File: src/rtl/restart_pkg.sv
package restart_pkg;

    localparam int FCODE_W = 3;

    typedef enum logic [1:0] {
        PH_CHARGE = 2'd0,
        PH_RUN    = 2'd1,
        PH_HALT   = 2'd2
    } phase_e;

    typedef enum logic [FCODE_W-1:0] {
        FC_NONE     = 3'd0,
        FC_OVERLOAD = 3'd1,
        FC_SYNC_OV  = 3'd2,
        FC_ABN_OC   = 3'd3,
        FC_THERMAL  = 3'd4
    } fault_e;

    typedef struct packed {
        phase_e phase;
        fault_e code;
    } sup_state_t;

endpackage

File: src/rtl/persist_filter.sv
// Reports a hit when a flag has been high on LEN consecutive armed edges.
module persist_filter #(
    parameter int LEN = 4
) (
    input  logic clk,
    input  logic rst_n,
    input  logic arm,
    input  logic flag,
    output logic hit
);
    localparam int CW = $clog2(LEN + 1);
    localparam logic [CW-1:0] LAST = CW'(LEN - 1);

    logic [CW-1:0] cnt_d, cnt_q;

    always_comb begin
        cnt_d = cnt_q;
        hit   = 1'b0;
        if (arm && flag) begin
            hit = (cnt_q >= LAST);
            if (cnt_q < LAST) begin
                cnt_d = cnt_q + 1'b1;
            end
        end else begin
            cnt_d = '0;
        end
    end

    always_ff @(posedge clk or negedge rst_n) begin
        if (!rst_n) begin
            cnt_q <= '0;
        end else begin
            cnt_q <= cnt_d;
        end
    end
endmodule

File: src/rtl/fault_arbiter.sv
// Picks the highest-priority qualified fault.
module fault_arbiter
    import restart_pkg::*;
(
    input  logic   thermal,
    input  logic   abn_oc,
    input  logic   sync_ov,
    input  logic   overload,
    output logic   trip,
    output fault_e code
);
    always_comb begin
        trip = thermal | abn_oc | sync_ov | overload;
        if (thermal) begin
            code = FC_THERMAL;
        end else if (abn_oc) begin
            code = FC_ABN_OC;
        end else if (sync_ov) begin
            code = FC_SYNC_OV;
        end else if (overload) begin
            code = FC_OVERLOAD;
        end else begin
            code = FC_NONE;
        end
    end
endmodule

File: src/rtl/restart_supervisor.sv
module restart_supervisor
    import restart_pkg::*;
#(
    parameter int OVP_BLANK_CYC = 750,
    parameter int FB_QUAL_CYC   = 4
) (
    input  logic               clk,
    input  logic               rst_n,
    input  logic               vcc_above_start,
    input  logic               vcc_below_stop,
    input  logic               fb_at_shutdown,
    input  logic               sync_overvolt,
    input  logic               abn_overcur,
    input  logic               gate_on,
    input  logic               over_temp,
    output logic               sw_enable,
    output logic               charger_en,
    output logic [FCODE_W-1:0] fault_code
);
    sup_state_t sup_d, sup_q;
    logic   running;
    logic   ovp_hit, olp_hit, trip;
    fault_e trip_code;

    assign running = (sup_q.phase == PH_RUN);

    persist_filter #(.LEN(OVP_BLANK_CYC)) u_ovp_blank (
        .clk(clk), .rst_n(rst_n), .arm(running),
        .flag(sync_overvolt), .hit(ovp_hit)
    );

    persist_filter #(.LEN(FB_QUAL_CYC)) u_olp_qual (
        .clk(clk), .rst_n(rst_n), .arm(running),
        .flag(fb_at_shutdown), .hit(olp_hit)
    );

    fault_arbiter u_arb (
        .thermal (running & over_temp),
        .abn_oc  (running & abn_overcur & gate_on),
        .sync_ov (ovp_hit),
        .overload(olp_hit),
        .trip    (trip),
        .code    (trip_code)
    );

    always_comb begin
        sup_d = sup_q;
        unique case (sup_q.phase)
            PH_CHARGE: begin
                if (vcc_above_start) begin
                    sup_d.phase = PH_RUN;
                    sup_d.code  = FC_NONE;
                end
            end
            PH_RUN: begin
                if (trip) begin
                    sup_d.phase = PH_HALT;
                    sup_d.code  = trip_code;
                end else if (vcc_below_stop) begin
                    sup_d.phase = PH_CHARGE;
                end
            end
            PH_HALT: begin
                if (vcc_below_stop) begin
                    sup_d.phase = PH_CHARGE;
                end
            end
            default: begin
                sup_d.phase = PH_CHARGE;
            end
        endcase
    end

    always_ff @(posedge clk or negedge rst_n) begin
        if (!rst_n) begin
            sup_q.phase <= PH_CHARGE;
            sup_q.code  <= FC_NONE;
        end else begin
            sup_q <= sup_d;
        end
    end

    assign sw_enable  = running;
    assign charger_en = (sup_q.phase == PH_CHARGE);
    assign fault_code = sup_q.code;
endmodule

File: config.mk
export PLATFORM = sky130hd
export DESIGN_NAME = restart_supervisor
export DESIGN_NICKNAME = d
export VERILOG_FILES = /design/src/rtl/restart_pkg.sv /design/src/rtl/persist_filter.sv /design/src/rtl/fault_arbiter.sv /design/src/rtl/restart_supervisor.sv
export SDC_FILE = /design/constraint.sdc
export NUM_CORES = 1
export LEC_CHECK = 0
export BUFFER_PORTS_ARGS = -buffer_cell sky130_fd_sc_hd__buf_4
export CORE_UTILIZATION = 55
export CTS_BUF_LIST = sky130_fd_sc_hd__clkbuf_4
export DETAILED_ROUTE_END_ITERATION = 10
export PLACE_DENSITY_LB_ADDON = 0.1
export SLEW_MARGIN = 20
export SYNTH_ARGS = -nofsm -noshare
export SYNTH_HDL_FRONTEND = slang
export SYNTH_HIERARCHICAL = 1
export SYNTH_SLANG_ARGS = --single-unit
File: constraint.sdc
create_clock -name clk -period 2.22 [get_ports clk]
set_input_delay 0.333 -clock clk [delete_from_list [all_inputs] [get_ports clk]]
set_output_delay 0.333 -clock clk [all_outputs]
set_load 0.03 [all_outputs]
# Word level (Yosys, flattened, before mapping)
# Index checks and enable logic that the tools add are counted.
# W data, S select, Z words.
[classes]
add_sub_neg = 2
mul = 0
n_div = 0
order_cmp = 4
eq_ne = 6
shift = 0
n_mux = 16
bitwise_logic = 6
n_reduce_logical = 5
[ops]
columns = ["op", "n"]
rows = [
  ["$mux W10", 2],
  ["$mux W3", 6],
  ["$add A10 B1 Y10 const B", 1],
  ["$ge A10 B10 Y1 const B", 1],
  ["$lt A10 B10 Y1 const B", 1],
  ["$ne A2 B2 Y1 const B", 3],
  ["$pmux W2 S3", 1],
  ["$pmux W3 S2", 1],
  ["$mux W5", 1],
  ["$mux W2", 2],
  ["$add A3 B1 Y3 const B", 1],
  ["$and A1 B1 Y1", 3],
  ["$ge A3 B2 Y1 const B", 1],
  ["$lt A3 B2 Y1 const B", 1],
  ["$mux W1", 3],
  ["$or A1 B1 Y1", 3],
  ["$reduce_and A3 Y1", 1],
  ["$eq A2 B1 Y1 const B", 1],
  ["$eq A2 B2 Y1 const B", 1],
  ["$logic_and A1 B1 Y1", 2],
  ["$logic_not A2 Y1", 1],
  ["$ne A2 B1 Y1 const B", 1],
  ["$reduce_bool A2 Y1", 1],
]
[word_totals]
regBits = 18
latch_bits = 0
mem_bits_rw = 0
rom_bits = 0
input_bits = 9
out_inout_bits = 5
elab_cells = 43
n_memories = 0

# Longest topological paths before layout
[depth]
word_depth = 9
depth_mapped = 10
mapped_depth_nobuf = 10

# Hierarchy
# Netlist, hierarchy kept.
[modules_own_cells]
columns = ["mod", "instances", "cells_each", "area_per_inst_um2", "seq_area_each_um2"]
rows = [
  ["persist_filter (u_ovp_blank)", 1, 69, 619.3, 250.2],
  ["restart_supervisor", 1, 32, 310.3, 125.1],
  ["persist_filter (u_olp_qual)", 1, 17, 170.2, 75.1],
  ["fault_arbiter", 1, 8, 41.3, 0.0],
]

# Worst setup path after synthesis
# No wires, ideal clock.
[synth_path]
path_type = "reg2reg"
from = "register u_ovp_blank.cnt_q[0]"
to = "register sup_q[3] (netlist bit)"
arrival_ps = 1829
t_required_ps = 2147
setup_slack_ps = 318
stages_incl_launch_ff = 10
path_buffers = 0
cell_sequence = "dfrtp_1 -> ha_1 -> nand2b_1 -> a31o_2 -> a21oi_1 -> nor2_1 -> nor2_1 -> nand2_1 -> or3b_1 -> a21oi_2"
[synth_via]
elab_chain_len = 6
[synth_lines]
columns = ["item", "line_no", "text"]
rows = [
  ["from (decl)", "persist_filter.sv:14", "logic [CW-1:0] cnt_d, cnt_q;"],
  ["from (signal assigned)", "persist_filter.sv:33", "cnt_q <= cnt_d;"],
  ["$ge A10 B10 Y1", "persist_filter.sv:20", "hit = (cnt_q >= LAST);"],
  ["$mux W1", "persist_filter.sv:19", "if (arm && flag) begin"],
  ["net ovp_hit", "restart_supervisor.sv:22", "logic ovp_hit, olp_hit, trip;"],
  ["$or A1 B1 Y1 (2 in series)", "fault_arbiter.sv:13", "trip = thermal | abn_oc | sync_ov | overload;"],
  ["net trip", "restart_supervisor.sv:22", ""],
  ["$mux W2", "restart_supervisor.sv:56", "if (trip) begin"],
  ["$pmux W2 S3", "restart_supervisor.sv:48", "unique case (sup_q.phase)"],
  ["to (signal assigned)", "restart_supervisor.sv:79", "sup_q <= sup_d;"],
  ["to (decl)", "restart_supervisor.sv:20", "sup_state_t sup_d, sup_q;"],
]
# The timed path passes the listed nets, and every way through them passes these cells.
# A chain may end at the register's enable or synchronous reset.

# Worst setup path in the final report
# Same ends and word-level chain as after synthesis.

==> qor.yml <==
status: "finished, final reports clean"
yosysSeqAreaShare_pct: 39.47
crit_type: "reg -> reg"
place_congestion: 0.7759
synth_cell_types: 39
post_drt_wl_per_cell_um: 12.49
synthCells: 126
cts_buffers: 3
r2r_slack_ns: 0.17
synth-compound-area-share_pct: 20.07
place.port_buffers: 13
die_h_um: 47.55
clock_skew_ns: 0.003015
final_cells: 165
period_share_pct: 92.50
std_cell_rows: 16
dpl.cell_count: 160
initial_core_util_pct: 58.16
core_area_mm2: 0.001962
grt_pass1_vias: 741
first_pass_iters: 4
setup_viol: 0
pre_cts_ws_ns: 0.1818
p_per_area_mw_per_mm2: 779.6
regArea_um2: 450.4
dieArea_mm2: 0.002261
drv_slew: 0
fin_nets: 154
htree_levels: 1
clk_latency_ns: 0.30
cts_tree: "yes"
grt_first_pass_wirelength_um: 3222
synth.area.mux_share_pct: 0
cap_violations: 0
setup_slack_ns: 0.1665
wl_um: 2061
required_ns: 2.45
synth-seq-cells: 18
antennaDiodeCount: 0
netlist_area_mm2: 0.001141
final_core_utilization_pct: 64.35
viasPerCell: 5.539
fillCellCount: 187
hold_violations: 0
ant_nets: 0
cts_sinks: 18
slew_headroom_pct: 78.66
antenna_found_initial: 0
drc_errors: 0
multiInputGateArea_um2: 606.8
worstRegToRegCells: 9
arrival_ns: 2.29
layout-drive-gt1-share_pct: 19.57
worst_pin_slew_ns: 0.3193
worstReg2RegStart: "u_ovp_blank/cnt_q[0]"
overflow: 0
root_buffer: "clkbuf_4"
cts.clk_slew.worst_paths_ns: 0.10
syn_nets: 140
synth-xor-area-share_pct: 0.7675
end_kind: "flop"
synth_top_family_by_area: "simple AND/OR/NAND/NOR gates"
hold_path_startpoint: "vcc_above_start"
via_count: 914
grt_start_max_net_pins: 19
synth-adder-area-share_pct: 5.482
max_freq_mhz: 487.0
r2r-end: "sup_q[3]"
synth-simple-area-share_pct: 26.86
fin_hold_ws_ns: 0.3015
clk_path_buf_depth: 2
dieWidth_um: 47.55
peakVddDrop_mv: 0.5919
synth_warnings: 6
finalCriticalPeriod_ns: 2.053
min_path_type: "in -> reg"
dp_hpwl_um: 1543
drt_iter0_drc: 10
p_leak_nw: 0.5790
gr-usage-all-layers_pct: 21.45
start_kind: "flop"
avgSynthCellArea_um2: 9.056
critPathMaxFanout: 6
whs_path_depth: 3
post_cts_resized: 0
io_pins: 14
area_growth_pct: 10.64
holdPathEnd: "sup_q[3]"
[stage by stage]
stage / TNS (ns) / total power, mW / instance area [um^2]
after floorplan: 0 / 0.7411 / 1141
after global placement: 0 / 0.8057 / 1222
final: 0 / 0.9842 / 1262
after detailed placement: 0 / 0.8221 / 1222
after global routing: -0.01205 / 1.058 / 1262
after CTS: 0 / 0.9868 / 1255
[synthesized netlist by cell type]
master | number | share of area [%]
and3b_1 | 1 | 0.77
a311oi_1 | 1 | 0.77
nand2b_1 | 5 | 2.7
o211a_1 | 1 | 0.88
o21ai_0 | 7 | 3.1
o221ai_1 | 3 | 2.3
nand4_1 | 2 | 1.1
nand3b_1 | 3 | 2.0
o21ba_2 | 1 | 0.88
or3_2 | 1 | 0.66
inv_1 | 7 | 2.3
a21o_1 | 2 | 1.3
a211oi_2 | 1 | 1.1
a21oi_2 | 2 | 1.5
xnor2_1 | 1 | 0.77
and3_2 | 2 | 1.3
dfrtp_1 | 18 | 39
nor2_1 | 8 | 2.6
nand3_1 | 1 | 0.44
or3_1 | 4 | 2.2
and4b_1 | 1 | 0.88
a211oi_1 | 1 | 0.66
nor2b_2 | 1 | 0.77
nor3b_1 | 1 | 0.66
nand2_1 | 11 | 3.6
and3_1 | 5 | 2.7
a31o_2 | 1 | 0.77
or3b_1 | 1 | 0.77
a21oi_1 | 11 | 4.8
nor3_1 | 2 | 0.88
o211ai_1 | 1 | 0.66
buf_6 | 2 | 2.0
o21a_1 | 1 | 0.66
buf_4 | 4 | 2.6
ha_1 | 5 | 5.5
o31ai_1 | 1 | 0.66
and2_1 | 4 | 2.2
nor2b_1 | 1 | 0.55
buf_2 | 1 | 0.44
[power by group]
group / internal [mW] / leakage, nW / switching (mW)
clock network: 0.0633 / 0.0138 / 0.0992
logic: 0.165 / 0.317 / 0.219
registers: 0.370 / 0.248 / 0.0673
total: 0.599 / 0.579 / 0.385
[layout by cell type (no fill, tap or decap), types with 5 or more instances in the layout]
| master | count |
|---|---|
| inv_1 | 7 |
| nand2_1 | 11 |
| nand2b_1 | 5 |
| nor2_1 | 8 |
| a21oi_1 | 11 |
| ha_1 | 5 |
| buf_4 | 15 |
| o21ai_0 | 7 |
| and3_1 | 5 |
| dfrtp_1 | 18 |
[sequential cells by signal, summed over array words and instances (netlist names)]
| signal | count |
|---|---|
| u_olp_qual/cnt_q | 3 |
| u_ovp_blank/cnt_q | 10 |
| sup_q | 2 |
| fault_code | 3 |
[logic make-up after synthesis]
kind of cell             count (synthesis)
adder cells (fa/ha/maj)                  5
XOR/XNOR                                 1
AO/OA/AOI/OAI                           34
AND/OR/NAND/NOR                         54
buffers and inverters                   14
flip-flops                              18
[worst max-delay path by stage]
stage	depth (start not counted)	slack, ns	end	startpoint
after global placement	9	0.24	sup_q[3]	u_ovp_blank/cnt_q[0]
final	9	0.17	sup_q[3]	u_ovp_blank/cnt_q[0]
after CTS	9	0.16	sup_q[3]	u_ovp_blank/cnt_q[0]
after global routing	10	-0.01	sup_q[3]	u_ovp_blank/cnt_q[1]
after detailed placement	9	0.18	sup_q[3]	u_ovp_blank/cnt_q[0]
after floorplan	9	0.32	sup_q[3]	u_ovp_blank/cnt_q[0]
[cell type report]
cell class	count	area share, %
Sequential cell	18	35.68
Tap cell	27	2.676
Timing Repair Buffer	16	9.713
Clock buffer	3	1.784
Multi-Input combinational cell	94	48.07
Inverter	7	2.081
[layer usage]
| metal | share of wire [%] | vias to the layer above | GRT usage, % |
|---|---|---|---|
| met2 | 48 | 19 | 32.33 |
| met3 | 4.5 | 4 | 7.925 |
| met5 | 0 | - | 0 |
| met4 | 1.2 | 0 | 6.667 |
| met1 | 46 | 422 | 28.84 |
| li1 | - | 469 | - |
[worst max-delay path, stage by stage (launching register included)]
cell,delay [ns]
dfrtp_1,0.44
ha_1,0.21
nand2b_1,0.13
a31o_2,0.24
a21oi_1,0.15
nor2_1,0.07
nor2_1,0.12
nand2_1,0.13
or3b_1,0.38
a21oi_2,0.13
[timing repair]
| action | CTS | global route |
|---|---|---|
| endpoints found under the setup margin | 0 | 1 |
| buffers inserted | 0 | 1 |
| hold buffers | 1 | 0 |
| endpoints found under the hold margin | 18 | 0 |
(Power assumes the default switching activity.)
